**config.mk**
```make
export PLATFORM = sky130hd
export DESIGN_NAME = strobe_pattern_matcher
export DESIGN_NICKNAME = d
export VERILOG_FILES = /design/src/rtl/spm_pkg.sv /design/src/rtl/spm_strobe_capture.sv /design/src/rtl/spm_seq_fsm.sv /design/src/rtl/spm_match_counter.sv /design/src/rtl/strobe_pattern_matcher.sv
export SDC_FILE = /design/constraint.sdc
export NUM_CORES = 1
export LEC_CHECK = 0
export BUFFER_PORTS_ARGS = -buffer_cell sky130_fd_sc_hd__clkbuf_2
export CELL_PAD_IN_SITES_DETAIL_PLACEMENT = 0
export CELL_PAD_IN_SITES_GLOBAL_PLACEMENT = 2
export CORE_MARGIN = 3
export CORE_UTILIZATION = 30
export DETAILED_ROUTE_END_ITERATION = 8
export HOLD_SLACK_MARGIN = 0.06
export PLACE_DENSITY = 0.75
export REMOVE_ABC_BUFFERS = 1
export SLEW_MARGIN = 20
export SYNTH_ARGS = -nofsm -noshare
export SYNTH_HDL_FRONTEND = slang
export SYNTH_SLANG_ARGS = --single-unit
```
**constraint.sdc**
```tcl
create_clock -name clk -period 1.5 [get_ports clk]
set_input_delay 0.15 -clock clk [delete_from_list [all_inputs] [get_ports clk]]
set_output_delay 0.15 -clock clk [all_outputs]
set_load 0.01 [all_outputs]
```
**src/rtl/spm_pkg.sv**
```systemverilog
package spm_pkg;
  typedef enum logic [0:0] {
    ST_IDLE  = 1'b0,
    ST_ARMED = 1'b1
  } seq_state_e;

  localparam int ADDR_W = 2;
  localparam logic [ADDR_W-1:0] ADDR_PAT_FIRST  = 2'd0;
  localparam logic [ADDR_W-1:0] ADDR_PAT_SECOND = 2'd1;
  localparam logic [ADDR_W-1:0] ADDR_COUNT      = 2'd2;
endpackage

```
**src/rtl/spm_strobe_capture.sv**
```systemverilog
module spm_strobe_capture #(
  parameter int BUS_W       = 16,
  parameter int DATA_W      = 8,
  parameter int DATA_LSB    = 0,
  parameter int STROBE_BIT  = 8,
  parameter int SYNC_STAGES = 2
) (
  input  logic              clk,
  input  logic              rst,
  input  logic [BUS_W-1:0]  bus_in,
  output logic [DATA_W-1:0] word_o,
  output logic              word_valid_o
);
  localparam int SW   = DATA_W + 1;
  localparam int LAST = SYNC_STAGES - 1;

  logic [SW-1:0] raw;
  logic [SYNC_STAGES-1:0][SW-1:0] sync_q;
  logic stb_prev_q;
  logic stb_now;
  logic rise;
  logic unused_bus;

  assign raw        = {bus_in[STROBE_BIT], bus_in[DATA_LSB +: DATA_W]};
  assign unused_bus = ^bus_in;

  // Synchronizer chain for the strobe and the data field together
  always_ff @(posedge clk) begin
    if (rst) begin
      sync_q <= '0;
    end else begin
      sync_q[0] <= raw;
      for (int i = 1; i < SYNC_STAGES; i++) sync_q[i] <= sync_q[i-1];
    end
  end

  assign stb_now = sync_q[LAST][DATA_W];
  assign rise    = stb_now & ~stb_prev_q;

  always_ff @(posedge clk) begin
    if (rst) begin
      stb_prev_q   <= 1'b0;
      word_o       <= '0;
      word_valid_o <= 1'b0;
    end else begin
      stb_prev_q   <= stb_now;
      word_valid_o <= rise;
      if (rise) word_o <= sync_q[LAST][DATA_W-1:0];
    end
  end

  // a strobe edge yields exactly one capture cycle
  assert_capture_once_R2: assert property (@(posedge clk) disable iff (rst)
    word_valid_o |=> !word_valid_o);

  // the latched word is only updated on a capture cycle
  assert_word_hold_R2: assert property (@(posedge clk) disable iff (rst)
    !word_valid_o |-> $stable(word_o) || $past(rst));
endmodule

```
**src/rtl/spm_seq_fsm.sv**
```systemverilog
module spm_seq_fsm
  import spm_pkg::*;
#(
  parameter int DATA_W = 8
) (
  input  logic              clk,
  input  logic              rst,
  input  logic [DATA_W-1:0] word_i,
  input  logic              word_valid_i,
  input  logic [DATA_W-1:0] pat_first_i,
  input  logic [DATA_W-1:0] pat_second_i,
  output logic              match_o
);
  seq_state_e state_q, state_d;
  logic       match_d;

  always_comb begin
    state_d = state_q;
    match_d = 1'b0;
    if (word_valid_i) begin
      unique case (state_q)
        ST_IDLE: begin
          if (word_i == pat_first_i) state_d = ST_ARMED;
        end
        ST_ARMED: begin
          if (word_i == pat_second_i) begin
            match_d = 1'b1;
            state_d = ST_IDLE;
          end else if (word_i == pat_first_i) begin
            state_d = ST_ARMED;
          end else begin
            state_d = ST_IDLE;
          end
        end
        default: state_d = ST_IDLE;
      endcase
    end
  end

  always_ff @(posedge clk) begin
    if (rst) begin
      state_q <= ST_IDLE;
      match_o <= 1'b0;
    end else begin
      state_q <= state_d;
      match_o <= match_d;
    end
  end

  // match is a single-cycle pulse
  assert_match_pulse_R3: assert property (@(posedge clk) disable iff (rst)
    match_o |=> !match_o);

  // a match only follows a captured word seen while armed
  assert_match_armed_R3: assert property (@(posedge clk) disable iff (rst)
    match_o |-> $past(word_valid_i) && ($past(state_q) == ST_ARMED));

  // without a captured word the state does not move
  assert_state_hold_R7: assert property (@(posedge clk) disable iff (rst)
    !word_valid_i |=> $stable(state_q));
endmodule

```
**src/rtl/spm_match_counter.sv**
```systemverilog
module spm_match_counter #(
  parameter int CNT_W = 16
) (
  input  logic             clk,
  input  logic             rst,
  input  logic             inc_i,
  input  logic             clr_i,
  output logic [CNT_W-1:0] count_o
);
  always_ff @(posedge clk) begin
    if (rst || clr_i) count_o <= '0;
    else if (inc_i)   count_o <= count_o + 1'b1;
  end

  // an increment adds one, wrapping at the top
  assert_count_step_R10: assert property (@(posedge clk) disable iff (rst)
    $past(inc_i) && !$past(clr_i) |-> count_o == $past(count_o) + 1'b1);

  // a clear always wins
  assert_clear_R9: assert property (@(posedge clk) disable iff (rst)
    $past(clr_i) |-> count_o == '0);

  // no increment and no clear leaves the count alone
  assert_count_hold_R7: assert property (@(posedge clk) disable iff (rst)
    !$past(inc_i) && !$past(clr_i) |-> $stable(count_o));
endmodule

```
**src/rtl/strobe_pattern_matcher.sv**
```systemverilog
module strobe_pattern_matcher
  import spm_pkg::*;
#(
  parameter int BUS_W       = 16,
  parameter int DATA_W      = 8,
  parameter int DATA_LSB    = 0,
  parameter int STROBE_BIT  = 8,
  parameter int SYNC_STAGES = 2,
  parameter int CNT_W       = 16,
  parameter int LED_W       = 8,
  parameter int REG_W       = 16
) (
  input  logic              clk,
  input  logic              rst,
  input  logic [BUS_W-1:0]  bus_in,
  input  logic              reg_we,
  input  logic [1:0]        reg_addr,
  input  logic [REG_W-1:0]  reg_wdata,
  output logic [REG_W-1:0]  reg_rdata,
  output logic [LED_W-1:0]  leds
);
  localparam int LED_TOP = CNT_W - 1;

  logic [DATA_W-1:0] word;
  logic              word_valid;
  logic              match;
  logic              clr;
  logic [CNT_W-1:0]  count;
  logic [DATA_W-1:0] pat_first_q;
  logic [DATA_W-1:0] pat_second_q;
  logic              unused_wdata;

  assign unused_wdata = ^reg_wdata;
  assign clr          = reg_we && (reg_addr == ADDR_COUNT);

  spm_strobe_capture #(
    .BUS_W(BUS_W), .DATA_W(DATA_W), .DATA_LSB(DATA_LSB),
    .STROBE_BIT(STROBE_BIT), .SYNC_STAGES(SYNC_STAGES)
  ) u_capture (
    .clk(clk), .rst(rst), .bus_in(bus_in),
    .word_o(word), .word_valid_o(word_valid)
  );

  spm_seq_fsm #(.DATA_W(DATA_W)) u_fsm (
    .clk(clk), .rst(rst), .word_i(word), .word_valid_i(word_valid),
    .pat_first_i(pat_first_q), .pat_second_i(pat_second_q), .match_o(match)
  );

  spm_match_counter #(.CNT_W(CNT_W)) u_counter (
    .clk(clk), .rst(rst), .inc_i(match), .clr_i(clr), .count_o(count)
  );

  // Host pattern registers
  always_ff @(posedge clk) begin
    if (rst) begin
      pat_first_q  <= '0;
      pat_second_q <= '0;
    end else if (reg_we) begin
      if (reg_addr == ADDR_PAT_FIRST)  pat_first_q  <= reg_wdata[DATA_W-1:0];
      if (reg_addr == ADDR_PAT_SECOND) pat_second_q <= reg_wdata[DATA_W-1:0];
    end
  end

  // Registered readout and LED mirror
  always_ff @(posedge clk) begin
    if (rst) begin
      reg_rdata <= '0;
      leds      <= '0;
    end else begin
      leds <= count[LED_TOP -: LED_W];
      unique case (reg_addr)
        ADDR_PAT_FIRST:  reg_rdata <= REG_W'(pat_first_q);
        ADDR_PAT_SECOND: reg_rdata <= REG_W'(pat_second_q);
        ADDR_COUNT:      reg_rdata <= REG_W'(count);
        default:         reg_rdata <= '0;
      endcase
    end
  end

  // a pattern write lands in the register on the next cycle
  assert_pat_write_R8: assert property (@(posedge clk) disable iff (rst)
    reg_we && (reg_addr == ADDR_PAT_FIRST) |=> pat_first_q == $past(reg_wdata[DATA_W-1:0]));

  // LEDs follow the counter's top bits one cycle later
  assert_leds_track_R11: assert property (@(posedge clk) disable iff (rst)
    !$past(rst) |-> leds == $past(count[LED_TOP -: LED_W]));
endmodule

```
==> results of run 1 <==
## cell type report
| type | instances | area (um2) |
|---|---|---|
| tap | 133 | 166 |
| multi-input combinational | 211 | 1350 |
| fill | 1002 | 5980 |
| clock inverter | 5 | 58.8 |
| timing repair buffer | 78 | 526 |
| sequential | 86 | 1720 |
| clock buffer | 11 | 141 |
| inverter | 3 | 11.3 |
## timing repair
action                     CTS  global route
setup buffers                0             1
setup endpoints to repair    0             4
resized for setup            0             2
hold buffers                16             0
hold endpoints to repair    20             0
## synthesized netlist by cell type
library cell | count | area share
a21o_1 | 1 | 0.0024
a21oi_1 | 10 | 0.016
and2_1 | 9 | 0.018
and4_1 | 1 | 0.0028
buf_1 | 2 | 0.0024
buf_2 | 4 | 0.0064
clkbuf_1 | 9 | 0.011
dfxtp_1 | 86 | 0.55
ha_1 | 1 | 0.0040
inv_1 | 3 | 0.0036
mux2i_1 | 34 | 0.11
nand2_1 | 7 | 0.0084
nand2b_1 | 1 | 0.0020
nand3_1 | 7 | 0.011
nand3b_1 | 1 | 0.0024
nand4_1 | 8 | 0.016
nand4_2 | 1 | 0.0040
nor2_1 | 60 | 0.072
nor2b_1 | 28 | 0.056
nor3_1 | 3 | 0.0048
nor3b_1 | 1 | 0.0024
nor4_1 | 3 | 0.0060
o21ai_0 | 1 | 0.0016
o21ai_1 | 1 | 0.0016
or3_1 | 3 | 0.0060
or4_1 | 1 | 0.0024
xnor2_1 | 21 | 0.059
xor2_1 | 8 | 0.022
## registers in the layout, summed over array words and instances, names as in the netlist
| signal | count |
|---|---|
| u_capture.sync_q | 17 |
| u_capture.word_o | 8 |
| u_capture.word_valid_o | 1 |
| u_fsm.state_q | 1 |
| pat_first_q | 8 |
| u_capture.stb_prev_q | 1 |
| u_capture.stb_now | 1 |
| leds | 8 |
| reg_rdata | 16 |
| u_fsm.match_o | 1 |
| u_counter.count_o | 16 |
| pat_second_q | 8 |
## metrics by stage
| step | worst slack [ps] | std cells | power, mW | util | TNS (ps) |
|---|---|---|---|---|---|
| floorplan | 8.21 | 300 | 2.51 | - | 0 |
| global placement | 23.9 | 494 | 2.62 | 0.362 | 0 |
| detailed placement | -17.7 | 494 | 2.63 | 0.362 | -203 |
| CTS | 17.5 | 526 | 4.29 | 0.398 | 0 |
| global route | 1.93 | 527 | 4.40 | 0.400 | 0 |
| finish | 65.8 | 527 | 4.21 | 0.400 | 0 |
## worst min-delay path, cell delays in order
cell      delay [ps]
clkbuf_2         100
mux2i_1           60
nor2_1            80
## kinds of logic after synthesis
kind of cell	Yosys count	synth area share
adder cells (fa/ha/maj)	1	0.00399
AND/OR/NAND/NOR	134	0.214
AO/OA/AOI/OAI	13	0.0215
multiplexers	34	0.108
XOR/XNOR	29	0.0809
buffers and inverters	18	0.0231
flip-flops	86	0.548
## routing by layer
| metal | up-vias | global-route usage |
|---|---|---|
| met2 | 39 | 0.198 |
| met1 | 1009 | 0.118 |
| li1 | 1180 | - |
| met3 | 9 | 0.0340 |
| met5 | - | 0 |
| met4 | 0 | 0.0352 |
## worst max-delay path by stage
stage	startpoint	slack, ps	to
final	u_counter.count_o[10]	70	u_counter.count_o[14]
after global routing	u_counter.count_o[10]	2	u_counter.count_o[14]
after CTS	u_counter.count_o[2]	20	u_counter.count_o[13]
after detailed placement	reg_addr[1]	-20	u_counter.count_o[6]
after global placement	reg_addr[1]	20	u_counter.count_o[12]
after floorplan	reg_addr[1]	8	pat_first_q[0]
## power by group
group | switching [mW] | leakage (nW) | internal, mW
logic | 0.121 | 0.842 | 0.131
registers | 0.0220 | 0.699 | 2.33
clock network | 0.793 | 0.0955 | 0.816
total | 0.936 | 1.64 | 3.27
==> run_results.csv, run 1 <==
group,metric,value,unit
setup_path,cp.arrival,1710,ps
setup_path,crit_top_cell,"or3_1",
floorplanning,initial_core_util,0.315,
setup_path,worst-path-max-fanout,4,
global_routing,antenna_found_initial,0,
setup_path,cp.depth,4,
cts,clockRootBuffer,"clkbuf_8",
synthesis,syn_area,3140,um2
synthesis,synth_seq_area_share,0.548,
setup_path,path_delay_family,"simple AND/OR/NAND/NOR gates",
placement,dp_hpwl,4240,um
worst_hold_path,min_path_type,"in2reg",
status,run_status,"finished, final reports clean",
route,wl_per_cell,11.3,um
worst_hold_path,min_from,"reg_wdata[3]",
final_layout,antennaDiodeCount,0,
worst_hold_path,min_path_cells,3,
route,top_layer,"met4",
timing,whs,83.4,ps
global_routing,grt_pass1_wl,9890,um
setup_path,reg2reg_to,"u_counter.count_o[14]",
route,wl_met1,2610,um
timing,layout_min_cycle_time,1430,ps
worst_hold_path,min_to,"pat_second_q[3]",
timing,worst_pin_slew,777,ps
setup_path,r2r-start,"u_counter.count_o[10]",
pwr,leakagePower,1.64,nW
placement,place_congestion,0.736,
pwr,ir_worst_vdd,0.553,mV
timing,rsz0062_at_grt,"no",
setup_path,r2r_cells,4,
placement,postPlaceCellArea,3600,um2
route,drc,0,
final_layout,nets,427,
timing,drv_slew,0,
floorplanning,rows,36,
route,via_count,2237,
final_layout,most-common-layout-cells,"85 x dfxtp_1, 60 x nor2_1, 45 x clkbuf_2",
global_routing,grt_pass1_vias,2204,
route,first_pass_iters,4,
cts,cts_buffer_depth,2,
floorplanning,dieArea,11700,um2
final_layout,syn_to_final_growth,26.7,%
cts,cts_num_sinks,86,
route,totalWireLength,5970,um
timing,hold_viol,0,
final_layout,drive_above_1_share,0.203,
floorplanning,pin_count,61,
route,wl_met2,3030,um
setup_path,crit_required,1780,ps
global_routing,grtUsageTotal,0.108,
placement,port_buffers,45,
timing,fin_crit_sh,0.956,
synthesis,yosysWarningCount,0,
synthesis,synth_cells,315,
cts,clk_pin_slew,80,ps
cts,htree_num_levels,3,
timing,setup_viol,0,
timing,fmax,0.697,GHz
synthesis,yosysUniqueCellTypes,28,
synthesis,synth-seq-cells,86,
setup_path,crit_buf_inv,0,
run,drv_cap,0,
setup_path,endpoint_kind,"flip-flop",
cts,insertion_delay,350,ps
setup_path,critPathMaxStageDelay,390,ps
final_layout,final_common_cell,"dfxtp_1",
setup_path,crit_type,"reg2reg",
timing,clock_skew,8.41,ps
final_layout,final_cell_area,3980,um2
floorplanning,die_w,108,um
route,first_iter_violations,52,
global_routing,grt_max_degree,64,
setup_path,startpoint_type,"flip-flop",
setup_path,crit_chain,"nand4_2, or3_1, or3_1, a21oi_1",
route,dr_wl_met3,239,um
route,ant_nets,0,
setup_path,r2r_slack,70,ps
global_routing,grt-ovfl-total,0,
pwr,p_per_area,1060,nW/um2
setup_path,crit_path_top_delay_cell,"dfxtp_1",
cts,cts_tree,"built",
floorplanning,core_area,9950,um2
cts,cts_made_buffers,9,
route,viasPerCell,4.24,
floorplanning,die_h,108,um
synthesis,syn_area_per_cell,9.97,um2
timing,relSlewSlack,0.481,
No activity file was read; power rests on OpenSTA's default activity.
==> run 2, diff against run 1 <==
==> constraint.sdc (replaced) <==
create_clock -name clk -period 1.2 [get_ports clk]
set_input_delay 0.12 -clock clk [delete_from_list [all_inputs] [get_ports clk]]
set_output_delay 0.12 -clock clk [all_outputs]
set_load 0.005 [all_outputs]
==> run_results.csv, run 2 (synthesized netlist as in run 1, its figures left out) <==
group,metric,value,unit
route,wl_per_cell,11.9,um
setup_path,crit_buf_inv,0,
setup_path,critPathMaxStageDelay,380,ps
setup_path,crit_chain,"nand4_4, or3_4, or3_1, a21oi_1",
final_layout,syn_to_final_growth,40.7,%
worst_hold_path,min_from,"reg_we",
setup_path,startpoint_type,"flip-flop",
placement,preCtsSetupSlack,-174,ps
route,via_count,2404,
timing,clock_skew,10.9,ps
timing,hold_viol,0,
floorplanning,pin_count,61,
setup_path,cp.arrival,1640,ps
global_routing,grt_pass1_vias,2311,
route,totalWireLength,6760,um
timing,fin_crit_sh,1.13,
status,failed_checks,"negative setup slack",
setup_path,r2r-start,"u_counter.count_o[10]",
setup_path,crit_path_top_delay_cell,"or3_4",
cts,cts_buffer_depth,2,
floorplanning,initial_core_util,0.315,
route,drc,0,
timing,worst_pin_slew,516,ps
timing,setup_viol,5,
cts,cts_made_buffers,9,
route,viasPerCell,4.25,
timing,fmax,0.740,GHz
cts,cts_num_sinks,86,
placement,place_congestion,0.750,
timing,rsz0062_at_grt,"yes",
cts,insertion_delay,360,ps
worst_hold_path,min_path_type,"in2reg",
timing,setup_slack,-152,ps
global_routing,antenna_found_initial,0,
pwr,ir_worst_vdd,0.655,mV
floorplanning,die_w,108,um
timing,relSlewSlack,0.656,
placement,postPlaceCellArea,3850,um2
final_layout,antennaDiodeCount,0,
placement,dp_cells,529,
global_routing,grt_pass1_wl,11000,um
setup_path,crit_type,"reg2reg",
final_layout,reg_top3,"u_capture.sync_q: 17 flops, reg_rdata: 16 flops, u_counter.count_o: 16 flops",
final_layout,largest_reg_flops,17,
final_layout,nets,466,
pwr,leakagePower,1.91,nW
timing,drv_slew,0,
route,first_iter_violations,46,
final_layout,most-common-layout-cells,"71 x dfxtp_1, 59 x nor2_1, 49 x buf_4",
final_layout,top_register,"u_capture.sync_q",
setup_path,worst-path-max-fanout,2,
final_layout,final_cell_area,4420,um2
setup_path,path_delay_family,"simple AND/OR/NAND/NOR gates",
floorplanning,core_area,9950,um2
setup_path,endpoint_kind,"flip-flop",
final_layout,utilization,0.444,
floorplanning,rows,36,
placement,dp_hpwl,4790,um
pwr,p_per_area,1150,nW/um2
setup_path,crit_path_start,"u_counter.count_o[10]",
cts,cts_tree,"built",
global_routing,grt-ovfl-total,0,
run,drv_cap,0,
route,ant_nets,0,
cts,htree_num_levels,3,
floorplanning,dieArea,11700,um2
global_routing,grtUsageTotal,0.122,
final_layout,fin_cells,566,
final_layout,final_common_cell,"dfxtp_1",
floorplanning,die_h,108,um
setup_path,crit_required,1480,ps
placement,port_buffers,45,
route,first_pass_iters,4,
final_layout,drive_above_1_share,0.337,
timing,layout_min_cycle_time,1350,ps
cts,clockRootBuffer,"clkbuf_8",
global_routing,grt_max_degree,42,
status,run_status,"finished, violations left",
cts,clk_pin_slew,80,ps
timing,tns,-353,ps
==> run 2: per-stage QoR <==
stage	hold WS (ps)	total power, mW
6_report	148	5.07
5_1_grt	141	5.30
4_1_cts	122	5.14
3_5_place_dp	336	3.30
3_3_place_gp	328	3.30
2_1_floorplan	187	3.13
==> run 2: worst paths after layout <==
kind / endpoint / slack (ps) / cells past startpoint
worst max-delay path: u_counter.count_o[14] / -150 / 4
worst min-delay path: u_counter.count_o[15] / 150 / 4
worst max register to register: u_counter.count_o[14] / -150 / 4
worst min register to register: u_capture.word_valid_o / 420 / 1
==> run 2: power by group <==
group / total (mW) / switching, mW / leakage (nW) / internal (mW)
sequential: 2.93 / 0.0280 / 0.706 / 2.90
combinational: 0.347 / 0.164 / 1.13 / 0.183
clock: 1.79 / 1.03 / 0.0755 / 0.753
total: 5.07 / 1.23 / 1.91 / 3.84
==> run 2: metal layers <==
metal  vias to the layer above  wire length (um)  GRT usage
met2                        46              3460      0.215
met1                      1097              2980      0.140
met4                         0                42     0.0433
li1                       1254                 -          -
met3                         7               272     0.0364
met5                         -                 0          0
==> run 2: tightest hold or removal path, stage by stage <==
cell      delay, ps
clkbuf_2        130
a21oi_1          90
nand2_1          60
mux2i_1          50
==> run 2: area by class of cell <==
cell class / instances / area, um2
fillers: 983 / 5540
flip-flops and latches: 86 / 1750
multi-input cells: 211 / 1500
repair buffers: 117 / 831
well taps: 133 / 166
clock buffers: 11 / 131
clock inverters: 5 / 36.3
inverters: 3 / 11.3
==> run 2: what timing repair did <==
item                                   4_1_cts  5_1_grt
endpoints found under the hold margin       24        0
pin swaps                                   20        8
setup buffers                                3        1
resized for setup                           38        8
setup endpoints to repair                   10       10
hold buffers                                17        0
==> run 3, diff against run 2 <==
--- a/config.mk
+++ b/config.mk
@@ -12,8 +12,7 @@
 export CORE_UTILIZATION = 30
 export DETAILED_ROUTE_END_ITERATION = 8
 export HOLD_SLACK_MARGIN = 0.06
-export PLACE_DENSITY = 0.75
-export REMOVE_ABC_BUFFERS = 1
+export PLACE_DENSITY_LB_ADDON = 0.1
 export SLEW_MARGIN = 20
 export SYNTH_ARGS = -nofsm -noshare
 export SYNTH_HDL_FRONTEND = slang
==> run_results.csv, run 3 (synthesized netlist as in run 1, its figures left out) <==
group,metric,value,unit
status,run_status,"finished, violations left",
status,failed_checks,"negative setup slack",
route,totalWireLength,7100,um
route,first_pass_iters,4,
pwr,p_total,5.33,mW
timing,rsz0062_at_grt,"yes",
placement,postPlaceCellArea,3900,um2
timing,setup_viol,7,
final_layout,syn_to_final_growth,41.5,%
final_layout,reg_top3,"u_capture.sync_q: 17 flops, reg_rdata: 16 flops, u_counter.count_o: 16 flops",
floorplanning,die_w,108,um
global_routing,grt_max_degree,27,
run,drv_cap,0,
setup_path,worst-path-max-fanout,2,
final_layout,drive_above_1_share,0.343,
final_layout,largest_reg_flops,17,
route,drc,0,
setup_path,crit_type,"reg2reg",
floorplanning,rows,36,
final_layout,nets,467,
final_layout,final_common_cell,"dfxtp_1",
floorplanning,die_h,108,um
route,ant_nets,0,
floorplanning,pin_count,61,
final_layout,utilization,0.446,
global_routing,grt_pass1_vias,2405,
timing,tns,-423,ps
placement,preCtsSetupSlack,-106,ps
pwr,leakagePower,1.94,nW
global_routing,antenna_found_initial,0,
placement,port_buffers,45,
cts,cts_tree,"built",
global_routing,grtUsageTotal,0.132,
timing,worst_pin_slew,240,ps
final_layout,top_register,"u_capture.sync_q",
global_routing,grt-ovfl-total,0,
timing,relSlewSlack,0.835,
setup_path,endpoint_kind,"flip-flop",
placement,dp_cells,528,
placement,place_congestion,0.803,
route,first_iter_violations,30,
timing,fmax,0.763,GHz
pwr,ir_worst_vdd,0.713,mV
final_layout,most-common-layout-cells,"66 x dfxtp_1, 58 x nor2_1, 51 x buf_4",
setup_path,crit_required,1490,ps
timing,whs,110,ps
final_layout,final_cell_area,4440,um2
cts,clockRootBuffer,"clkbuf_8",
global_routing,grt_pass1_wl,11800,um
placement,dp_hpwl,5170,um
setup_path,cp.arrival,1600,ps
floorplanning,initial_core_util,0.315,
final_layout,antennaDiodeCount,0,
timing,fin_crit_sh,1.09,
final_layout,fin_cells,567,
cts,cts_num_sinks,86,
cts,clk_pin_slew,90,ps
pwr,p_per_area,1200,nW/um2
route,wl_per_cell,12.5,um
cts,htree_num_levels,3,
floorplanning,core_area,9950,um2
timing,layout_min_cycle_time,1310,ps
worst_hold_path,min_path_type,"in2reg",
timing,hold_viol,0,
timing,clock_skew,11.7,ps
timing,setup_slack,-111,ps
floorplanning,dieArea,11700,um2
synthesis,synth_nets,353,
route,via_count,2443,
timing,drv_slew,0,
setup_path,startpoint_type,"flip-flop",
cts,insertion_delay,350,ps
route,viasPerCell,4.31,
cts,cts_buffer_depth,2,
cts,cts_made_buffers,9,
-- run 3: worst paths after layout --
check	start	to	slack, ps	depth (start not counted)
worst max register to register	u_counter.count_o[7]	u_counter.count_o[14]	-110	4
worst min register to register	u_capture.stb_prev_q	u_capture.word_valid_o	420	1
worst max-delay path	u_counter.count_o[7]	u_counter.count_o[14]	-110	4
worst min-delay path	rst	u_fsm.match_o	110	3
-- run 3: cell type report --
| type | count | area (um2) |
|---|---|---|
| Tap cell | 133 | 166 |
| Clock inverter | 6 | 68.8 |
| Clock buffer | 10 | 128 |
| Sequential cell | 86 | 1760 |
| Inverter | 3 | 11.3 |
| Multi-Input combinational cell | 211 | 1460 |
| Timing Repair Buffer | 118 | 852 |
| Fill cell | 998 | 5510 |
-- run 3: per-layer routing --
| metal | share of wire | vias up | track usage | routed length (um) |
|---|---|---|---|---|
| met4 | 0.0094 | 0 | 0.0460 | 67 |
| met1 | 0.45 | 1139 | 0.159 | 3180 |
| met5 | 0 | - | 0 | 0 |
| met3 | 0.034 | 6 | 0.0322 | 242 |
| met2 | 0.51 | 40 | 0.227 | 3610 |
| li1 | - | 1258 | - | - |
-- run 3: timing repair --
action	4_1_cts	5_1_grt
endpoints found under the hold margin	25	0
setup buffers	1	5
hold buffers	17	0
endpoints found under the setup margin	10	10
resized for setup	20	16
pin swaps	12	10
-- run 3: worst max-delay path, cell delays in order (launching register included) --
cell     delay (ps)
dfxtp_4         360
nand4_4         100
or3_4           370
or3_1           310
a21oi_1         120
-- run 3: power by group --
group / switching [mW] / total, mW / internal, mW
logic: 0.165 / 0.357 / 0.192
registers: 0.0284 / 2.93 / 2.90
clock network: 1.07 / 2.05 / 0.979
